==> src/rtl/lac_pkg.sv <==
package lac_pkg;
  localparam int unsigned ADDR_W = 64;
  localparam int unsigned SIZE_W = 5;
  localparam int unsigned MAX_BYTES = 16;

  typedef enum logic [2:0] {
    SEG_ES = 3'd0,
    SEG_CS = 3'd1,
    SEG_SS = 3'd2,
    SEG_DS = 3'd3,
    SEG_FS = 3'd4,
    SEG_GS = 3'd5
  } seg_e;

  // true when bits 63..w-1 are all zero or all one
  function automatic logic addr_is_canon(input logic [ADDR_W-1:0] a, input int unsigned w);
    logic [ADDR_W-1:0] upper;
    logic [ADDR_W-1:0] ones;
    upper = a >> (w - 1);
    ones  = {ADDR_W{1'b1}} >> (w - 1);
    return (upper == '0) || (upper == ones);
  endfunction

  // distance from first to last byte, after clamping the size to 1..MAX_BYTES
  function automatic logic [ADDR_W-1:0] span_of(input logic [SIZE_W-1:0] sz);
    logic [SIZE_W-1:0] eff;
    if (sz == '0) eff = SIZE_W'(1);
    else if (sz > SIZE_W'(MAX_BYTES)) eff = SIZE_W'(MAX_BYTES);
    else eff = sz;
    return ADDR_W'(eff - SIZE_W'(1));
  endfunction
endpackage

==> src/rtl/lac_base_sel.sv <==
module lac_base_sel
  import lac_pkg::*;
#(
  parameter int unsigned AW = ADDR_W
) (
  input  logic [2:0]    seg_sel,
  input  logic [AW-1:0] offset,
  input  logic [AW-1:0] fs_base,
  input  logic [AW-1:0] gs_base,
  output logic [AW-1:0] lin
);
  logic [AW-1:0] base;

  always_comb begin
    unique case (seg_sel)
      SEG_FS:  base = fs_base;
      SEG_GS:  base = gs_base;
      default: base = '0;
    endcase
    lin = offset + base;
  end
endmodule

==> src/rtl/lac_span_check.sv <==
module lac_span_check
  import lac_pkg::*;
#(
  parameter int unsigned AW       = ADDR_W,
  parameter int unsigned VA_WIDTH = 48
) (
  input  logic [AW-1:0]     first_addr,
  input  logic [SIZE_W-1:0] acc_size,
  output logic [AW-1:0]     last_addr,
  output logic              first_bad,
  output logic              last_bad
);
  assign last_addr = first_addr + span_of(acc_size);

  generate
    if (VA_WIDTH >= AW) begin : g_full
      assign first_bad = 1'b0;
      assign last_bad  = 1'b0;
    end else begin : g_trunc
      assign first_bad = !addr_is_canon(first_addr, VA_WIDTH);
      assign last_bad  = !addr_is_canon(last_addr, VA_WIDTH);
    end
  endgenerate
endmodule

==> src/rtl/lac_fault_steer.sv <==
module lac_fault_steer
  import lac_pkg::*;
(
  input  logic [2:0] seg_sel,
  input  logic       stack_base,
  input  logic       noncanon,
  output logic       fault,
  output logic       fault_stack
);
  logic via_stack;

  assign via_stack   = (seg_sel == SEG_SS) || stack_base;
  assign fault       = noncanon;
  assign fault_stack = noncanon && via_stack;
endmodule

==> src/rtl/lac_top.sv <==
module lac_top
  import lac_pkg::*;
#(
  parameter int unsigned VA_WIDTH = 48
) (
  input  logic              clk,
  input  logic              rst_n,
  input  logic              in_valid,
  input  logic [63:0]       offset,
  input  logic [2:0]        seg_sel,
  input  logic [63:0]       fs_base,
  input  logic [63:0]       gs_base,
  input  logic [SIZE_W-1:0] acc_size,
  input  logic              stack_base,
  output logic              out_valid,
  output logic [63:0]       lin_addr,
  output logic              fault,
  output logic              fault_stack
);
  logic [63:0] lin_c;
  logic [63:0] last_c;
  logic        first_noncanon;
  logic        last_noncanon;
  logic        any_noncanon;
  logic        fault_c;
  logic        stack_c;

  lac_base_sel #(.AW(ADDR_W)) u_base (
    .seg_sel (seg_sel),
    .offset  (offset),
    .fs_base (fs_base),
    .gs_base (gs_base),
    .lin     (lin_c)
  );

  lac_span_check #(.AW(ADDR_W), .VA_WIDTH(VA_WIDTH)) u_span (
    .first_addr (lin_c),
    .acc_size   (acc_size),
    .last_addr  (last_c),
    .first_bad  (first_noncanon),
    .last_bad   (last_noncanon)
  );

  assign any_noncanon = first_noncanon || last_noncanon;

  lac_fault_steer u_steer (
    .seg_sel     (seg_sel),
    .stack_base  (stack_base),
    .noncanon    (any_noncanon),
    .fault       (fault_c),
    .fault_stack (stack_c)
  );

  always_ff @(posedge clk) begin
    if (!rst_n) begin
      out_valid   <= 1'b0;
      lin_addr    <= '0;
      fault       <= 1'b0;
      fault_stack <= 1'b0;
    end else begin
      out_valid   <= in_valid;
      lin_addr    <= lin_c;
      fault       <= in_valid && fault_c;
      fault_stack <= in_valid && stack_c;
    end
  end
endmodule

==> config.mk <==
export PLATFORM = sky130hd
export DESIGN_NAME = lac_top
export DESIGN_NICKNAME = d
export VERILOG_FILES = /design/src/rtl/lac_pkg.sv /design/src/rtl/lac_base_sel.sv /design/src/rtl/lac_span_check.sv /design/src/rtl/lac_fault_steer.sv /design/src/rtl/lac_top.sv
export SDC_FILE = /design/constraint.sdc
export NUM_CORES = 1
export LEC_CHECK = 0
export ABC_AREA = 0
export BUFFER_PORTS_ARGS = -buffer_cell sky130_fd_sc_hd__buf_2
export CAP_MARGIN = 20
export CORE_MARGIN = 5
export CORE_UTILIZATION = 52
export DETAILED_ROUTE_END_ITERATION = 10
export GPL_TIMING_DRIVEN = 0
export PLACE_DENSITY = 0.85
export SLEW_MARGIN = 20
export SYNTH_ARGS = -nofsm -noshare
export SYNTH_HDL_FRONTEND = slang
export SYNTH_SLANG_ARGS = --single-unit
==> constraint.sdc <==
create_clock -name clk -period 8.3 [get_ports clk]
set_input_delay 0 -clock clk [delete_from_list [all_inputs] [get_ports clk]]
set_output_delay 0 -clock clk [all_outputs]
set_load 0.02 [all_outputs]
### Word-level counts from Yosys, hierarchy flattened

Index checks and enable logic that the tools add are counted.
Widths: inputs -> output; s select.

* magnitude comparators: 1
* mux-type cells: 3
* equal/unequal tests: 5
* reductions and logical operators: 12
* add/subtract/negate cells: 3

Operators with widths (count)
* $add 64x64->64: 2
* $logic_not 64->1: 2
* $pmux 64 s2: 1
* $eq 17x17->1 const B: 2
* $mux 5: 2
* $eq 3x3->1 const B: 2
* $sub 5x1->6 const B: 1
* $gt 5x5->1 const B: 1
* $logic_not 5->1: 1
* $logic_or 1x1->1: 4
* $eq 3x2->1 const B: 1
* $logic_and 1x1->1: 3
* $logic_not 1->1: 2

* bits in registers: 67
* word-level logic and storage cells: 28
* output and inout bits: 67
* input bits: 204

### Depth between registers and ports, before layout

Gate-level depths: netlist (run 1).

* depth in word-level cells: 11
* depth in mapped cells: 32
* mapped depth without buffers: 29

### By module

From an unflattened synthesis (run 1), not the netlist that was laid out.

* cell total of the unflattened synthesis: 1469
* area total of the unflattened synthesis: 10767.8 µm²

By module, submodules not included
* lac_span_check: area each 4601.9 µm², cells an instance 701, seq. area each 0.0 µm², times used 1
* lac_base_sel: area each 4311.6 µm², cells an instance 623, seq. area each 0.0 µm², times used 1
* lac_top: area each 1826.8 µm², cells an instance 142, seq. area each 1341.3 µm², times used 1
* lac_fault_steer: area each 27.5 µm², cells an instance 3, seq. area each 0.0 µm², times used 1

### Least setup slack after synthesis (run 1)

No wires, ideal clock.

* path kind: input to register
* start point: input seg_sel[1]
* end point: register fault_stack
* arrival: 6.122 ns
* cell stages on the path: 30
* library setup time: 0.119 ns
* buffers on the path: 3
* setup slack: 2.059 ns
* required time: 8.181 ns
* cells stage by stage: nor3b_1 > clkbuf_1 > clkbuf_1 > a22o_1 > ha_1 > clkbuf_1 > and4_1 > and2_1 > a22oi_1 > nand3_1 > a21oi_1 > o21bai_1 > a21oi_1 > o21bai_1 > a21oi_1 > xnor2_1 > ha_1 > nand3_1 > nor3_1 > nand2_1 > a2111oi_0 > a21oi_1 > a211oi_1 > a31oi_1 > xor2_1 > nor4_1 > o2111ai_1 > or4_1 > a22oi_2 > nor3_1

* longest elaborated chain between the ends: 10
* elaborated cells on any way between the ends: 18
* classes of those cells: add/sub: 2; eq/ne: 5; mux: 1; reduce/logical: 10

Ends and longest elaborated chain
* start, declared: RTL line lac_top.sv:10 `input logic [2:0] seg_sel,`
* $eq 3x3->1: RTL line lac_base_sel.sv:15 `unique case (seg_sel)`
* $pmux 64 s2: RTL line lac_base_sel.sv:15
* $add 64x64->64: RTL line lac_base_sel.sv:20 `lin = offset + base;`
* $add 64x64->64: RTL line lac_span_check.sv:13 `assign last_addr = first_addr + span_of(acc_size);`
* $logic_not 64->1 / $eq 17x17->1 (equally long branches): RTL line lac_pkg.sv:21 `return (upper == '0) || (upper == ones);`
* $logic_or 1x1->1: RTL line lac_pkg.sv:21
* $logic_not 1->1: RTL line lac_span_check.sv:21 `assign last_bad = !addr_is_canon(last_addr, VA_WIDTH);`
* $logic_or 1x1->1: RTL line lac_top.sv:44 `assign any_noncanon = first_noncanon || last_noncanon;`
* $logic_and 1x1->1 (*): RTL line lac_fault_steer.sv:14 `assign fault_stack = noncanon && via_stack;`
* $logic_and 1x1->1 (*): RTL line lac_top.sv:64 `fault_stack <= in_valid && stack_c;`
* end signal, assigned: RTL line lac_top.sv:64
* end, declared: RTL line lac_top.sv:18 `output logic fault_stack`

Mark *: on every way between the ends. The rest lies on a longest branch, timed or not.
A chain may end at the register's enable or synchronous reset.

### Worst setup path after layout (run 1)

Same ends and word-level chain as after synthesis.

==> metrics.md, run 1 <==
| Metric | Value |
|---|---|
| Status | `completed` |
| Min-delay worst type | `primary input to register` |
| Num CTS Buffers | `9` |
| Detailed-placement wirelength estimate | `26100 um` |
| Synthesized flop and latch total | `67` |
| Average wire per cell in the routed design | `17.3 um` |
| Asr flop ratio synth | `0` |
| Rel. slew slack | `0.400` |
| Reported leakage power | `between 5 and 6 nW` |
| Portion of the post-synthesis area used by sequential elements | `0.141` |
| Setup repair after global routing missed its margin | `no` |
| Cell area after technology mapping | `9520 um2` |
| Placed insts | `about 1800` |
| Number of maximum-capacitance violations | `0` |
| Power density over the cells | `153 nW/um2` |
| Vias in the first global route | `between 10000 and 15000` |
| Gate Count Post-Synth | `between 1000 and 1500` |
| Top Family by Delay on Critical Path | `compound AO/OA/AOI/OAI gates` |
| Placeable core area | `18000 um2` |
| Required time at the endpoint of the critical path | `8540 ps` |
| WP data arrival | `7940 ps` |
| Crit path max fanout | `10` |
| Non-Filler Instances | `1842` |
| Fraction of layout cells with a size suffix above 1 | `0.193` |
| Final count of pins violating max slew | `0` |
| Yosys top cell area share | `0.164` |
| Synthesized area divided by synthesized cell count | `7.49 um2` |
| Highest-delay cell along the critical path | `sky130_fd_sc_hd__a2111oi_0` |
| Post-layout minimum cycle time | `7690 ps` |
| Number of buffer and inverter stages on the critical path | `4` |
| Area of the die | `~21000 um2` |
| Area fraction in and, or, nand and nor cells after synthesis | `0.232` |
| Initial antenna violation count | `0` |
| Pin count of the biggest net entering global routing | `14` |
| Final layout net count | `1938` |
| Worst IR drop on VDD | `0.116 mV` |
| Dominant combinational cell family by area after synthesis | `compound AO/OA/AOI/OAI gates` |
| Transition time at the pin with the least slew margin | `892 ps` |
| Cell with the most instances after synthesis | `sky130_fd_sc_hd__a21oi_1` |
| Remaining global-route overflow | `0` |
| Std-Cell Rows | `49` |
| Post-route DRC | `0` |
| Die height | `145 um` |
| ANT cells | `0` |
| Dominant cell type by area after synthesis | `sky130_fd_sc_hd__ha_1` |
| Crit-path most repeated cell | `sky130_fd_sc_hd__a21oi_1` |
| Clock Sinks | `between 60 and 70` |
| Post-synthesis share of cell area spent on full adders, half adders and majority gates | `0.166` |
| I/O Pins | `about 270` |
| Post-synthesis compound-gate area fraction | `0.351` |
| Total wirelength of the detailed-routed design | `31900 um` |
| Clock slew seen by the registers of the worst setup and hold paths | `around 70 ps` |
| Starting density of the core | `0.530` |
| Post-synthesis xor/xnor area fraction | `0.0643` |
| Pre-antenna DRT Iters | `5` |
| H-tree depth | `3` |
| Maximum operating frequency | `130 MHz` |
| Tot GR Track Use | `0.286` |
| YS warnings | `0` |
| Root buffer cell | `sky130_fd_sc_hd__clkbuf_16` |
| Total via count after detailed routing | `~11000` |
| Kind of start point of the critical path | `primary input` |
| Synth top area cells | `sky130_fd_sc_hd__ha_1, sky130_fd_sc_hd__dfxtp_1, sky130_fd_sc_hd__a21oi_1` |
| Growth of design area from synthesis to finish | `23.1%` |
| Post-CTS setup buffers | `0` |
| Longest individual stage delay on the worst path | `between 500 and 600 ps` |
| Period Utilization, post-route | `0.927` |
| Most common flop cell mapped by yosys | `sky130_fd_sc_hd__dfxtp_1` |
| Final antenna-violating net count | `0` |
| Final Total Pwr | `between 1.5 and 2 mW` |
| DR iter-0 viols | `between 700 and 800` |
| Last weighted congestion value of the routability-driven placer | `0.955` |
| I/O Buffers | `269` |
| Die X | `145 um` |
| Longest Clk Path Bufs | `2` |
| Yosys cell types | `a little over 80` |
| Final Hold Fails | `0` |
| TritonCTS clock tree | `built` |
| Via-per-instance ratio | `6.10` |
| Multiplexer area fraction after synthesis | `0.00329` |
| Type of the setup path with the least slack | `primary input to register` |
| Most common library cells after synthesis | `sky130_fd_sc_hd__a21oi_1, sky130_fd_sc_hd__ha_1, sky130_fd_sc_hd__nand2_1` |
| Final Setup Violations | `0` |
| Type of element capturing the critical path | `register` |
| Post-synth EDFFs | `0` |
| Wire length of the first global-routing pass | `51700 um` |
-- repair_timing --
action                                 4_1_cts  5_1_grt
endpoints found under the hold margin        3        0
hold buffers                                 3        0
resized for setup                            0        6
setup endpoints to repair                    0        2
-- logic make-up after synthesis --
group           Yosys count
compound gates          490
simple gates            413
fa+ha+maj               126
buf+inv                 101
xor+xnor                 69
flops                    67
mux                       3
other cells               1
-- layout by cell type (no fill, tap or decap), drive strengths merged, types with 11 or more instances in the layout --
master / synthesis / final
dfxtp: 67 / 67
and3: 21 / 21
inv: 42 / 44
o21a: 13 / 13
xor2: 29 / 29
nor4: 13 / 13
nor2b: 13 / 13
ha: 125 / 125
o21ai: 73 / 73
a21o: 54 / 54
o31ai: 13 / 13
a31oi: 19 / 19
xnor2: 40 / 40
nand3: 35 / 35
nand2: 84 / 84
o21bai: 20 / 20
nor2: 71 / 71
nor3: 29 / 29
nand4: 34 / 34
a21oi: 136 / 136
conb: 1 / 57
a22o: 63 / 63
buf: 6 / 275
clkbuf: 53 / 61
o211ai: 11 / 11
and2: 65 / 65
nand2b: 11 / 11
a211oi: 16 / 16
-- final cells by class --
type	instances	area, um2
Sequential cell	67	1340
Buffer	58	239
Clock buffer	9	225
Inverter	42	158
Clock inverter	7	98.8
Fill cell	1567	6250
Tap cell	229	287
Timing Repair Buffer	272	1380
Multi-Input combinational cell	1158	7990
-- final timing paths --
check                      start     endpoint  slack, ps  cells after the start
worst max-delay path  seg_sel[1]  fault_stack        610                     31
worst min-delay path       rst_n  lin_addr[7]         10                      2
-- registers in the layout, indices dropped and copies added (netlist names) --
name	cells
fault_stack	1
lin_addr	64
fault	1
out_valid	1
-- power by group --
| group | internal (mW) | switching [mW] |
|---|---|---|
| Combinational | 0.382 | 0.602 |
| Sequential | 0.358 | 0.00999 |
| Clock | 0.265 | 0.172 |
| Total | 1.01 | 0.784 |
-- per-layer routing --
metal,share of wire,track usage,vias to the layer above
met5,0,0,-
met4,0.031,0.0989,0
met3,0.079,0.0477,83
met2,0.46,0.474,542
met1,0.43,0.377,5121
li1,-,-,5484
-- metrics by stage --
stage | area (um2) | TNS (ps) | hold slack, ps | util | setup slack [ps]
detailed placement | 11400 | -245 | 241 | 0.632 | -132
global placement | 11400 | 0 | 223 | 0.632 | 103
global route | 11700 | 0 | 33.0 | 0.652 | 146
finish | 11700 | 0 | 12.3 | 0.652 | 607
floorplan | 9730 | 0 | 131 | - | 2060
CTS | 11700 | 0 | 9.72 | 0.652 | 220
(Power assumes the default switching activity.)
==> run 2, diff against run 1 <==
Settings changed: BUFFER_PORTS_ARGS -buffer_cell sky130_fd_sc_hd__buf_2 to unset, DONT_BUFFER_PORTS set to 1, PLACE_DENSITY 0.85 to 0.72.
==> run 2 against run 1 <==
First-iteration DRC count decreased by 4.0%. Clock power down 14%. Sequential share of layout area grew 1.5 points. Die area stayed put. Final cell count fell by 14%. Combinational power down 14%. Critical path type unchanged. Critical endpoint unchanged. Largest power group unchanged.
==> metrics.md, run 2 (same netlist as run 1, synthesis figures left out) <==
| Metric | Value |
|---|---|
| Crit-path most repeated cell | `sky130_fd_sc_hd__a21oi_1 (unchanged)` |
| Kind of start point of the critical path | `primary input (unchanged)` |
| Clock Sinks | `67 (unchanged)` |
| Root buffer cell | `sky130_fd_sc_hd__clkbuf_16 (unchanged)` |
| Status | `completed (unchanged)` |
| Biggest register | `lin_addr (unchanged)` |
| Worst IR drop on VDD | `0.113 mV (was 0.116 mV)` |
| Post-layout minimum cycle time | `7530 ps (was 7690 ps)` |
| Placed cell areas | `10000 um2 (was 11400 um2)` |
| Final Hold Fails | `0 (unchanged)` |
| Worst min-delay path startpoint | `rst_n (unchanged)` |
| Number of buffer and inverter stages on the critical path | `2 (was 4)` |
| Maximum operating frequency | `133 MHz (was 130 MHz)` |
| I/O Pins | `271 (unchanged)` |
| Final Total Pwr | `1.64 mW (was 1.79 mW)` |
| WP data arrival | `7770 ps (was 7940 ps)` |
| Capture endpoint of the worst hold path | `lin_addr[13] (was lin_addr[7])` |
| Die X | `145 um (unchanged)` |
| Post-CTS setup buffers | `0 (unchanged)` |
| Reported leakage power | `4.60 nW (was 5.74 nW)` |
| Longest individual stage delay on the worst path | `570 ps (was 590 ps)` |
| Min-Delay Path Depth | `2 (unchanged)` |
| ANT cells | `0 (unchanged)` |
| Setup WS pre-CTS | `47.8 ps (was -132 ps)` |
| Area of the die | `21100 um2 (unchanged)` |
| Number of flip-flops under the largest register name | `64 (unchanged)` |
| Rel. slew slack | `0.475 (was 0.400)` |
| TritonCTS clock tree | `built (unchanged)` |
| Std-Cell Rows | `49 (unchanged)` |
| Crit path max fanout | `10 (unchanged)` |
| Fraction of layout cells with a size suffix above 1 | `0.0319 (was 0.193)` |
| Last weighted congestion value of the routability-driven placer | `0.955 (about the same)` |
| Highest-delay cell along the critical path | `sky130_fd_sc_hd__or4_1 (was sky130_fd_sc_hd__a2111oi_0)` |
| Starting density of the core | `0.530 (unchanged)` |
| Tot GR Track Use | `0.271 (was 0.286)` |
| Top Family by Delay on Critical Path | `compound AO/OA/AOI/OAI gates (unchanged)` |
| Number of maximum-capacitance violations | `0 (unchanged)` |
| DR iter-0 viols | `763 (was 795)` |
| Via-per-instance ratio | `6.37 (was 6.10)` |
| Type of element capturing the critical path | `register (unchanged)` |
| Wire length of the first global-routing pass | `48300 um (was 51700 um)` |
| Total via count after detailed routing | `10000 (was 11200)` |
| TNS Setup | `0 ps (unchanged)` |
| Detailed-placement wirelength estimate | `25000 um (was 26100 um)` |
| H-tree depth | `3 (unchanged)` |
| Setup repair after global routing missed its margin | `no (unchanged)` |
| Longest Clk Path Bufs | `2 (unchanged)` |
| Min-delay worst type | `primary input to register (unchanged)` |
| Period Utilization, post-route | `0.907 (was 0.927)` |
| Type of the setup path with the least slack | `primary input to register (unchanged)` |
| I/O Buffers | `0 (was 269)` |
| Required time at the endpoint of the critical path | `8540 ps (about the same)` |
| Pin count of the biggest net entering global routing | `14 (unchanged)` |
| Initial antenna violation count | `0 (unchanged)` |
| Transition time at the pin with the least slew margin | `781 ps (was 892 ps)` |
| Power density over the cells | `159 nW/um2 (was 153 nW/um2)` |
| Layout Utilization | `0.576 (was 0.652)` |
| Num CTS Buffers | `9 (unchanged)` |
| Clock slew seen by the registers of the worst setup and hold paths | `60 ps (was 70 ps)` |
| Final layout net count | `1671 (was 1938)` |
| Average wire per cell in the routed design | `19.4 um (was 17.3 um)` |
| Remaining global-route overflow | `0 (unchanged)` |
| Final count of pins violating max slew | `0 (unchanged)` |
| Final antenna-violating net count | `0 (unchanged)` |
| Placeable core area | `18000 um2 (unchanged)` |
| Pre-antenna DRT Iters | `7 (was 5)` |
| Filler Cells Inserted | `1731 (was 1567)` |
| Post-route DRC | `0 (unchanged)` |
| Design Area, Final | `10300 um2 (was 11700 um2)` |
| Die height | `145 um (unchanged)` |
| Total wirelength of the detailed-routed design | `30500 um (was 31900 um)` |
| Most common cell after layout, fill and taps aside | `sky130_fd_sc_hd__a21oi_1 (was sky130_fd_sc_hd__buf_2)` |
| Post-route worst setup slack | `770 ps (was 607 ps)` |
| Final Setup Violations | `0 (unchanged)` |
| Vias in the first global route | `9441 (was 10600)` |
| Growth of design area from synthesis to finish | `8.70% (was 23.1%)` |
| Top library cells by usage in the layout, fill and taps aside | `sky130_fd_sc_hd__a21oi_1, sky130_fd_sc_hd__ha_1, sky130_fd_sc_hd__nand2_1, sky130_fd_sc_hd__nor2_1, sky130_fd_sc_hd__o21ai_0 (was sky130_fd_sc_hd__buf_2, sky130_fd_sc_hd__a21oi_1, sky130_fd_sc_hd__ha_1, sky130_fd_sc_hd__nand2_1, sky130_fd_sc_hd__nor2_1)` |
==> run 2: cell types whose count changed in the layout (fill, tap and decap cells not counted), sizes merged <==
cell         previous run  this run
buf                   275         6
clkinvlp                1         4
bufinv                  2         0
dlygate4sd3             3         5
clkinv                  2         1
==> run 2: where the power goes <==
part / switching (mW) / total [mW] / leakage, nW / internal, mW
clock network: 0.171 / 0.375 / 0.124 / 0.204
logic: 0.521 / 0.847 / 3.92 / 0.326
registers: 0.0610 / 0.420 / 0.558 / 0.359
total: 0.753 / 1.64 / 4.60 / 0.889
==> run 2: final cells by class <==
| cell class | instances | area (um2) | share of cell area |
|---|---|---|---|
| inverters | 42 | 158 | 0.0152 |
| repair buffers | 5 | 50.0 | 0.00484 |
| well taps | 229 | 287 | 0.0277 |
| clock buffers | 9 | 225 | 0.0218 |
| multi-input cells | 1158 | 7990 | 0.773 |
| plain buffers | 58 | 239 | 0.0231 |
| flip-flops and latches | 67 | 1340 | 0.130 |
| clock inverters | 7 | 52.6 | 0.00508 |
==> run 2: repair_timing <==
| item | in CTS | in global routing |
|---|---|---|
| hold endpoints to repair | 5 | 0 |
| setup endpoints to repair | 0 | 2 |
| resized for setup | 0 | 6 |
| hold buffers | 5 | 0 |
==> run 2: how the worst max path moves through the flow <==
stage	start	depth (start not counted)	to	slack, ps
floorplan	seg_sel[1]	30	fault_stack	2060
global placement	seg_sel[1]	30	fault_stack	100
detailed placement	seg_sel[1]	30	fault_stack	50
CTS	seg_sel[1]	30	fault_stack	390
global route	seg_sel[1]	29	fault_stack	50
finish	seg_sel[1]	29	fault_stack	770
==> run 2: metal layers <==
layer	GRT usage	vias to the layer above	wire, um
met2	0.446	460	14000
li1	-	4945	-
met5	0	-	0
met4	0.0854	0	682
met3	0.0424	45	2330
met1	0.366	4577	13400
==> run 2: stage by stage <==
stage / hold slack [ps] / std cells
floorplan: 131 / 1326
global placement: 148 / 1555
detailed placement: 150 / 1555
CTS: 9.36 / 1576
global route: 58.2 / 1575
finish: 14.5 / 1575
